<file path="src/rtl/rbf_pkg.sv">
package rbf_pkg;

  localparam int TAG_W   = 9;
  localparam int CMD_W   = 6;
  localparam int ESTAT_W = 7;
  localparam int SIZE_W  = 3;

  // Fields that ride unchanged on every beat of a response
  typedef struct packed {
    logic [TAG_W-1:0]   tag;
    logic [CMD_W-1:0]   cmd;
    logic [SIZE_W-1:0]  size;
    logic               error;
    logic [ESTAT_W-1:0] estat;
  } rbf_side_t;

endpackage

</file>
<file path="src/rtl/rbf_len_decode.sv">
module rbf_len_decode #(
  parameter int SIZE_W     = 3,
  parameter int STEP_BYTES = 16,
  parameter int BUS_BYTES  = 64,
  localparam int MAX_BYTES = (2 ** SIZE_W) * STEP_BYTES,
  localparam int TOT_W     = $clog2(MAX_BYTES + 1) + 1,
  localparam int CNT_W     = $clog2(BUS_BYTES + 1)
) (
  input  logic [SIZE_W-1:0] size_i,
  input  logic              no_payload_i,
  output logic [CNT_W-1:0]  lo_cnt_o,
  output logic [CNT_W-1:0]  hi_cnt_o,
  output logic              two_beat_o
);

  logic [TOT_W-1:0] total;

  always_comb begin
    total = (TOT_W'(size_i) + TOT_W'(1)) * TOT_W'(STEP_BYTES);
    if (no_payload_i) begin
      lo_cnt_o = '0;
      hi_cnt_o = '0;
    end else if (total > TOT_W'(BUS_BYTES)) begin
      lo_cnt_o = CNT_W'(BUS_BYTES);
      hi_cnt_o = CNT_W'(total - TOT_W'(BUS_BYTES));
    end else begin
      lo_cnt_o = CNT_W'(total);
      hi_cnt_o = '0;
    end
    two_beat_o = (hi_cnt_o != '0);
  end

endmodule

</file>
<file path="src/rtl/rbf_byte_mask.sv">
module rbf_byte_mask #(
  parameter int BYTES  = 64,
  localparam int CNT_W = $clog2(BYTES + 1)
) (
  input  logic [CNT_W-1:0]   cnt_i,
  input  logic [BYTES*8-1:0] data_i,
  output logic [BYTES*8-1:0] data_o
);

  for (genvar b = 0; b < BYTES; b++) begin : g_byte
    assign data_o[b*8 +: 8] = (b < int'(cnt_i)) ? data_i[b*8 +: 8] : 8'h00;
  end

endmodule

</file>
<file path="src/rtl/rbf_beat_seq.sv">
module rbf_beat_seq
  import rbf_pkg::*;
#(
  parameter int BUS_W = 512
) (
  input  logic             clk,
  input  logic             rst,
  input  logic             load_i,
  input  logic             two_beat_i,
  input  rbf_side_t        side_i,
  input  logic [BUS_W-1:0] lo_i,
  input  logic [BUS_W-1:0] hi_i,
  output logic             ready_o,
  output logic             valid_o,
  output logic             sop_o,
  output logic             eop_o,
  output rbf_side_t        side_o,
  output logic [BUS_W-1:0] data_o
);

  logic             pend_q;
  logic [BUS_W-1:0] hi_q;

  assign ready_o = !pend_q;

  always_ff @(posedge clk) begin
    if (rst) begin
      valid_o <= 1'b0;
      sop_o   <= 1'b0;
      eop_o   <= 1'b0;
      pend_q  <= 1'b0;
    end else if (pend_q) begin
      valid_o <= 1'b1;
      sop_o   <= 1'b0;
      eop_o   <= 1'b1;
      data_o  <= hi_q;
      pend_q  <= 1'b0;
    end else if (load_i) begin
      valid_o <= 1'b1;
      sop_o   <= 1'b1;
      eop_o   <= !two_beat_i;
      pend_q  <= two_beat_i;
      side_o  <= side_i;
      data_o  <= lo_i;
      hi_q    <= hi_i;
    end else begin
      valid_o <= 1'b0;
      sop_o   <= 1'b0;
      eop_o   <= 1'b0;
    end
  end

endmodule

</file>
<file path="src/rtl/resp_beat_fmt.sv">
module resp_beat_fmt
  import rbf_pkg::*;
#(
  parameter int BUS_W      = 512,
  parameter int STEP_BYTES = 16,
  localparam int BUS_BYTES = BUS_W / 8,
  localparam int PAY_W     = 2 * BUS_W,
  localparam int CNT_W     = $clog2(BUS_BYTES + 1)
) (
  input  logic               clk,
  input  logic               rst,
  input  logic               in_valid,
  output logic               in_ready,
  input  logic [TAG_W-1:0]   in_tag,
  input  logic [CMD_W-1:0]   in_cmd,
  input  logic [SIZE_W-1:0]  in_size,
  input  logic [ESTAT_W-1:0] in_estat,
  input  logic               in_dinv,
  input  logic [PAY_W-1:0]   in_data,
  output logic               out_valid,
  output logic               out_sop,
  output logic               out_eop,
  output logic [TAG_W-1:0]   out_tag,
  output logic [CMD_W-1:0]   out_cmd,
  output logic [SIZE_W-1:0]  out_size,
  output logic               out_error,
  output logic [ESTAT_W-1:0] out_estat,
  output logic [BUS_W-1:0]   out_data
);

  logic [CNT_W-1:0] lo_cnt, hi_cnt;
  logic             two_beat, load;
  logic [BUS_W-1:0] lo_beat, hi_beat;
  rbf_side_t        side_in, side_out;

  rbf_len_decode #(
    .SIZE_W(SIZE_W), .STEP_BYTES(STEP_BYTES), .BUS_BYTES(BUS_BYTES)
  ) u_len (
    .size_i(in_size), .no_payload_i(in_cmd[0]),
    .lo_cnt_o(lo_cnt), .hi_cnt_o(hi_cnt), .two_beat_o(two_beat)
  );

  rbf_byte_mask #(.BYTES(BUS_BYTES)) u_mask_lo (
    .cnt_i(lo_cnt), .data_i(in_data[BUS_W-1:0]), .data_o(lo_beat)
  );

  rbf_byte_mask #(.BYTES(BUS_BYTES)) u_mask_hi (
    .cnt_i(hi_cnt), .data_i(in_data[PAY_W-1:BUS_W]), .data_o(hi_beat)
  );

  always_comb begin
    side_in.tag   = in_tag;
    side_in.cmd   = in_cmd;
    side_in.size  = in_size;
    side_in.error = (in_estat != '0) || in_dinv;
    side_in.estat = in_estat;
  end

  assign load = in_valid && in_ready;

  rbf_beat_seq #(.BUS_W(BUS_W)) u_seq (
    .clk(clk), .rst(rst), .load_i(load), .two_beat_i(two_beat),
    .side_i(side_in), .lo_i(lo_beat), .hi_i(hi_beat),
    .ready_o(in_ready), .valid_o(out_valid), .sop_o(out_sop),
    .eop_o(out_eop), .side_o(side_out), .data_o(out_data)
  );

  assign out_tag   = side_out.tag;
  assign out_cmd   = side_out.cmd;
  assign out_size  = side_out.size;
  assign out_error = side_out.error;
  assign out_estat = side_out.estat;

endmodule

</file>
<file path="config.mk">
export PLATFORM = sky130hd
export DESIGN_NAME = resp_beat_fmt
export DESIGN_NICKNAME = d
export VERILOG_FILES = /design/src/rtl/rbf_pkg.sv /design/src/rtl/rbf_len_decode.sv /design/src/rtl/rbf_byte_mask.sv /design/src/rtl/rbf_beat_seq.sv /design/src/rtl/resp_beat_fmt.sv
export SDC_FILE = /design/constraint.sdc
export NUM_CORES = 1
export LEC_CHECK = 0
export BUFFER_PORTS_ARGS = -buffer_cell sky130_fd_sc_hd__clkbuf_2
export CAP_MARGIN = 0
export CORE_AREA = 2 2 619 621
export CTS_CLUSTER_DIAMETER = 100
export DETAILED_ROUTE_END_ITERATION = 10
export DIE_AREA = 0 0 621 623
export HOLD_SLACK_MARGIN = 0.15
export PLACE_DENSITY = 0.36
export SLEW_MARGIN = 15
export SYNTH_ARGS = -nofsm -noshare
export SYNTH_HDL_FRONTEND = slang
export SYNTH_SLANG_ARGS = --single-unit
</file>
<file path="constraint.sdc">
create_clock -name clk -period 56.5 [get_ports clk]
set_clock_uncertainty 0.05 [all_clocks]
set_input_delay 2.825 -clock clk [delete_from_list [all_inputs] [get_ports clk]]
set_output_delay 2.825 -clock clk [all_outputs]
set_load 0.005 [all_outputs]
</file>
==> metrics.cfg <==
[logic_synthesis]
synth_cell_types=33
netlist_instances=2761
syn_nets=3815
syn_area_um2=42300
yosys_register_bits=1054
synth_area_leaders=edfxtp_1 74%, and2_1 5.7%, a22o_1 5.0%
async_flop_share_pct=0
synth_top_area_share_pct=74.5
synth.avg_cell_area_um2=15.3
yosysSeqAreaShare_pct=74.7
synth_edf_count=1050
ys_warn_count=0
synth_area_leader_cell=edfxtp_1
ys.flop_type=edfxtp_1

[layout]
layout-drive-gt1-share_pct=42.1
area_delta_synth_final_pct=44.0
stdcell_count=9506
layout_commonest_cell=clkbuf_2
nets=5374
layout_common_cells=1,594 x clkbuf_2, 1,050 x edfxtp_1, 385 x and2_1, 274 x nand2_1, 240 x a22o_1
fill_cells=42500
utilization_pct=16.0

[outcome]
status=finished clean

[clock_network]
cts.clk_slew.worst_paths_ns=0.06
numCtsBuffers=152
clk_latency_ns=0.85
post_cts_buffers=0
clock_sinks=1054
cts_tree=yes
clockRootBuffer=clkbuf_16
ctsResizeCount=0
holdBufCountCts=0
h-tree-depth=4
clock_path_buffers=4

[power_and_ir_drop]
p_per_area_nw_per_um2=33.7
power.static_leakage_nw=24.0
ir_drop_uv=19.6

[sta]
period_minus_slack_ns=6.61
fin_crit_sh_pct=11.7
whs_ns=0.469
tns_ns=0
drv_slew=0
rsz0062_at_grt=false
fmax_mhz=151
slew_headroom_pct=23.2
worst_pin_slew_ns=1.15
setup_viol=0
hold_violations=0

[grt]
gr-usage-all-layers_pct=14.5
grt_pass1_wl_mm=365
grt_start_max_net_pins=184
grt_antenna_before_repair=164
grt_overflow=0
grt_pass1_vias=32500

[critical_path]
max_stage_delay_ns=0.74
end_kind=register
worstPathMaxFanout=58
arrival_ns=6.98
required_ns=56.86
critPathKind=in2reg
start_kind=input port
crit_chain=clkbuf_2 > nor2_1 > nor2_4 > buf_4 > buf_4 > buf_4 > buf_4
slowest_stage=buf_4
cp_common_cell=buf_4

[flow_run]
drv_cap=0

[routing]
drt-initial-drc-count=2481
drt_drc_violations_left=0
wirelength_mm=292
num_vias=32000
viasPerCell=3.37
drt_pre_antenna_iters=7
drtAntennaViolNets=0
detail_route.wl_per_cell_um=30.7

[placement]
dp_hpwl_mm=233
finalWeightedCongestion=0.918
io_buffer_count=1594
dp_cells=9203

[floorplanning]
die_w_um=621
rows=227
die_area_um2=387000
die_y_um=623
initial_core_util_pct=11.1
num_io_pins=1595
fp.coreArea_um2=381000

[hold_path]
hp-class=reg2reg

-- per-stage QoR --
| stage | power [mW] | worst slack, ns | cell area [um^2] |
|---|---|---|---|
| 2_1_floorplan | 1.02 | 13.00 | 42300 |
| 3_3_place_gp | 1.13 | 49.06 | 56100 |
| 3_5_place_dp | 1.13 | 49.01 | 56100 |
| 4_1_cts | 2.10 | 49.90 | 60900 |
| 5_1_grt | 2.13 | 49.62 | 60900 |
| 6_report | 2.05 | 49.89 | 61000 |
-- flip-flops by register name, indices dropped and copies added, names as in the netlist --
signal,flops
u_seq.data_o,512
u_seq.hi_q,512
u_seq.side_o,26
u_seq.eop_o,1
u_seq.pend_q,1
u_seq.sop_o,1
u_seq.valid_o,1
-- cells in the mapped netlist, types with 4 or more instances --
cell / number
buf_2: 52
nand2_1: 274
and3_1: 128
a32oi_1: 16
and2_1: 385
a221o_1: 128
nand4_1: 16
dfxtp_1: 4
clkbuf_1: 160
nor2_1: 5
buf_1: 4
a22o_1: 240
buf_6: 15
nor3b_1: 132
o21ai_0: 128
edfxtp_1: 1050
-- cell type report --
| cell class | instances | area, um^2 | share of cell area (%) |
|---|---|---|---|
| clock inverters | 94 | 880 | 1.44 |
| inverters | 2 | 7.51 | 0.0123 |
| flip-flops and latches | 1054 | 31600 | 51.9 |
| well taps | 5038 | 6300 | 10.3 |
| multi-input cells | 1470 | 9750 | 16.0 |
| repair buffers | 1640 | 8420 | 13.8 |
| diodes | 30 | 75.1 | 0.123 |
| clock buffers | 178 | 3900 | 6.40 |
-- worst max-delay path: cells and delay by family --
kind | cells | cell delay, ns
and+or+nand+nor | 2 | 0.78
buffers and inverters | 5 | 3.06
-- cell families (layout without fill, tap and decap cells) --
family                     count (synthesis)  count (layout)  synth area share (%)
muxes                                      1               1                0.0236
adders and majority gates                  1               1                0.0295
buffers and inverters                    237            1914                  2.54
DFF                                     1054            1054                  74.7
and+or+nand+nor                          950             950                  12.8
other                                      0              30                     0
AOI/OAI and AO/OA                        518             518                  9.96
-- where the power goes --
| part | internal [mW] | switching [mW] | total, mW | leakage [nW] |
|---|---|---|---|---|
| sequential | 0.899 | 0.0202 | 0.919 | 10.7 |
| combinational | 0.0656 | 0.120 | 0.186 | 11.1 |
| clock | 0.541 | 0.407 | 0.948 | 2.32 |
| total | 1.51 | 0.547 | 2.05 | 24.0 |
-- worst paths after layout --
kind                                      start           endpoint  slack [ns]  cells past startpoint
worst min register to register  u_seq.hi_q[491]  u_seq.data_o[491]        0.47                      1
worst min-delay path            u_seq.hi_q[491]  u_seq.data_o[491]        0.47                      1
worst max-delay path                   in_valid  u_seq.data_o[295]       49.89                      7
worst max register to register     u_seq.pend_q  u_seq.data_o[295]       51.30                      6
-- per-layer routing --
metal  track usage, %  up-vias  wire length [um]
met5                0        -               267
met4             2.87       40              6430
met3             6.20      390             30100
met2             23.6     1420            136000
met1             17.7    16400            120000
li1                 -    13800                 -
(Power assumes the default switching activity.)
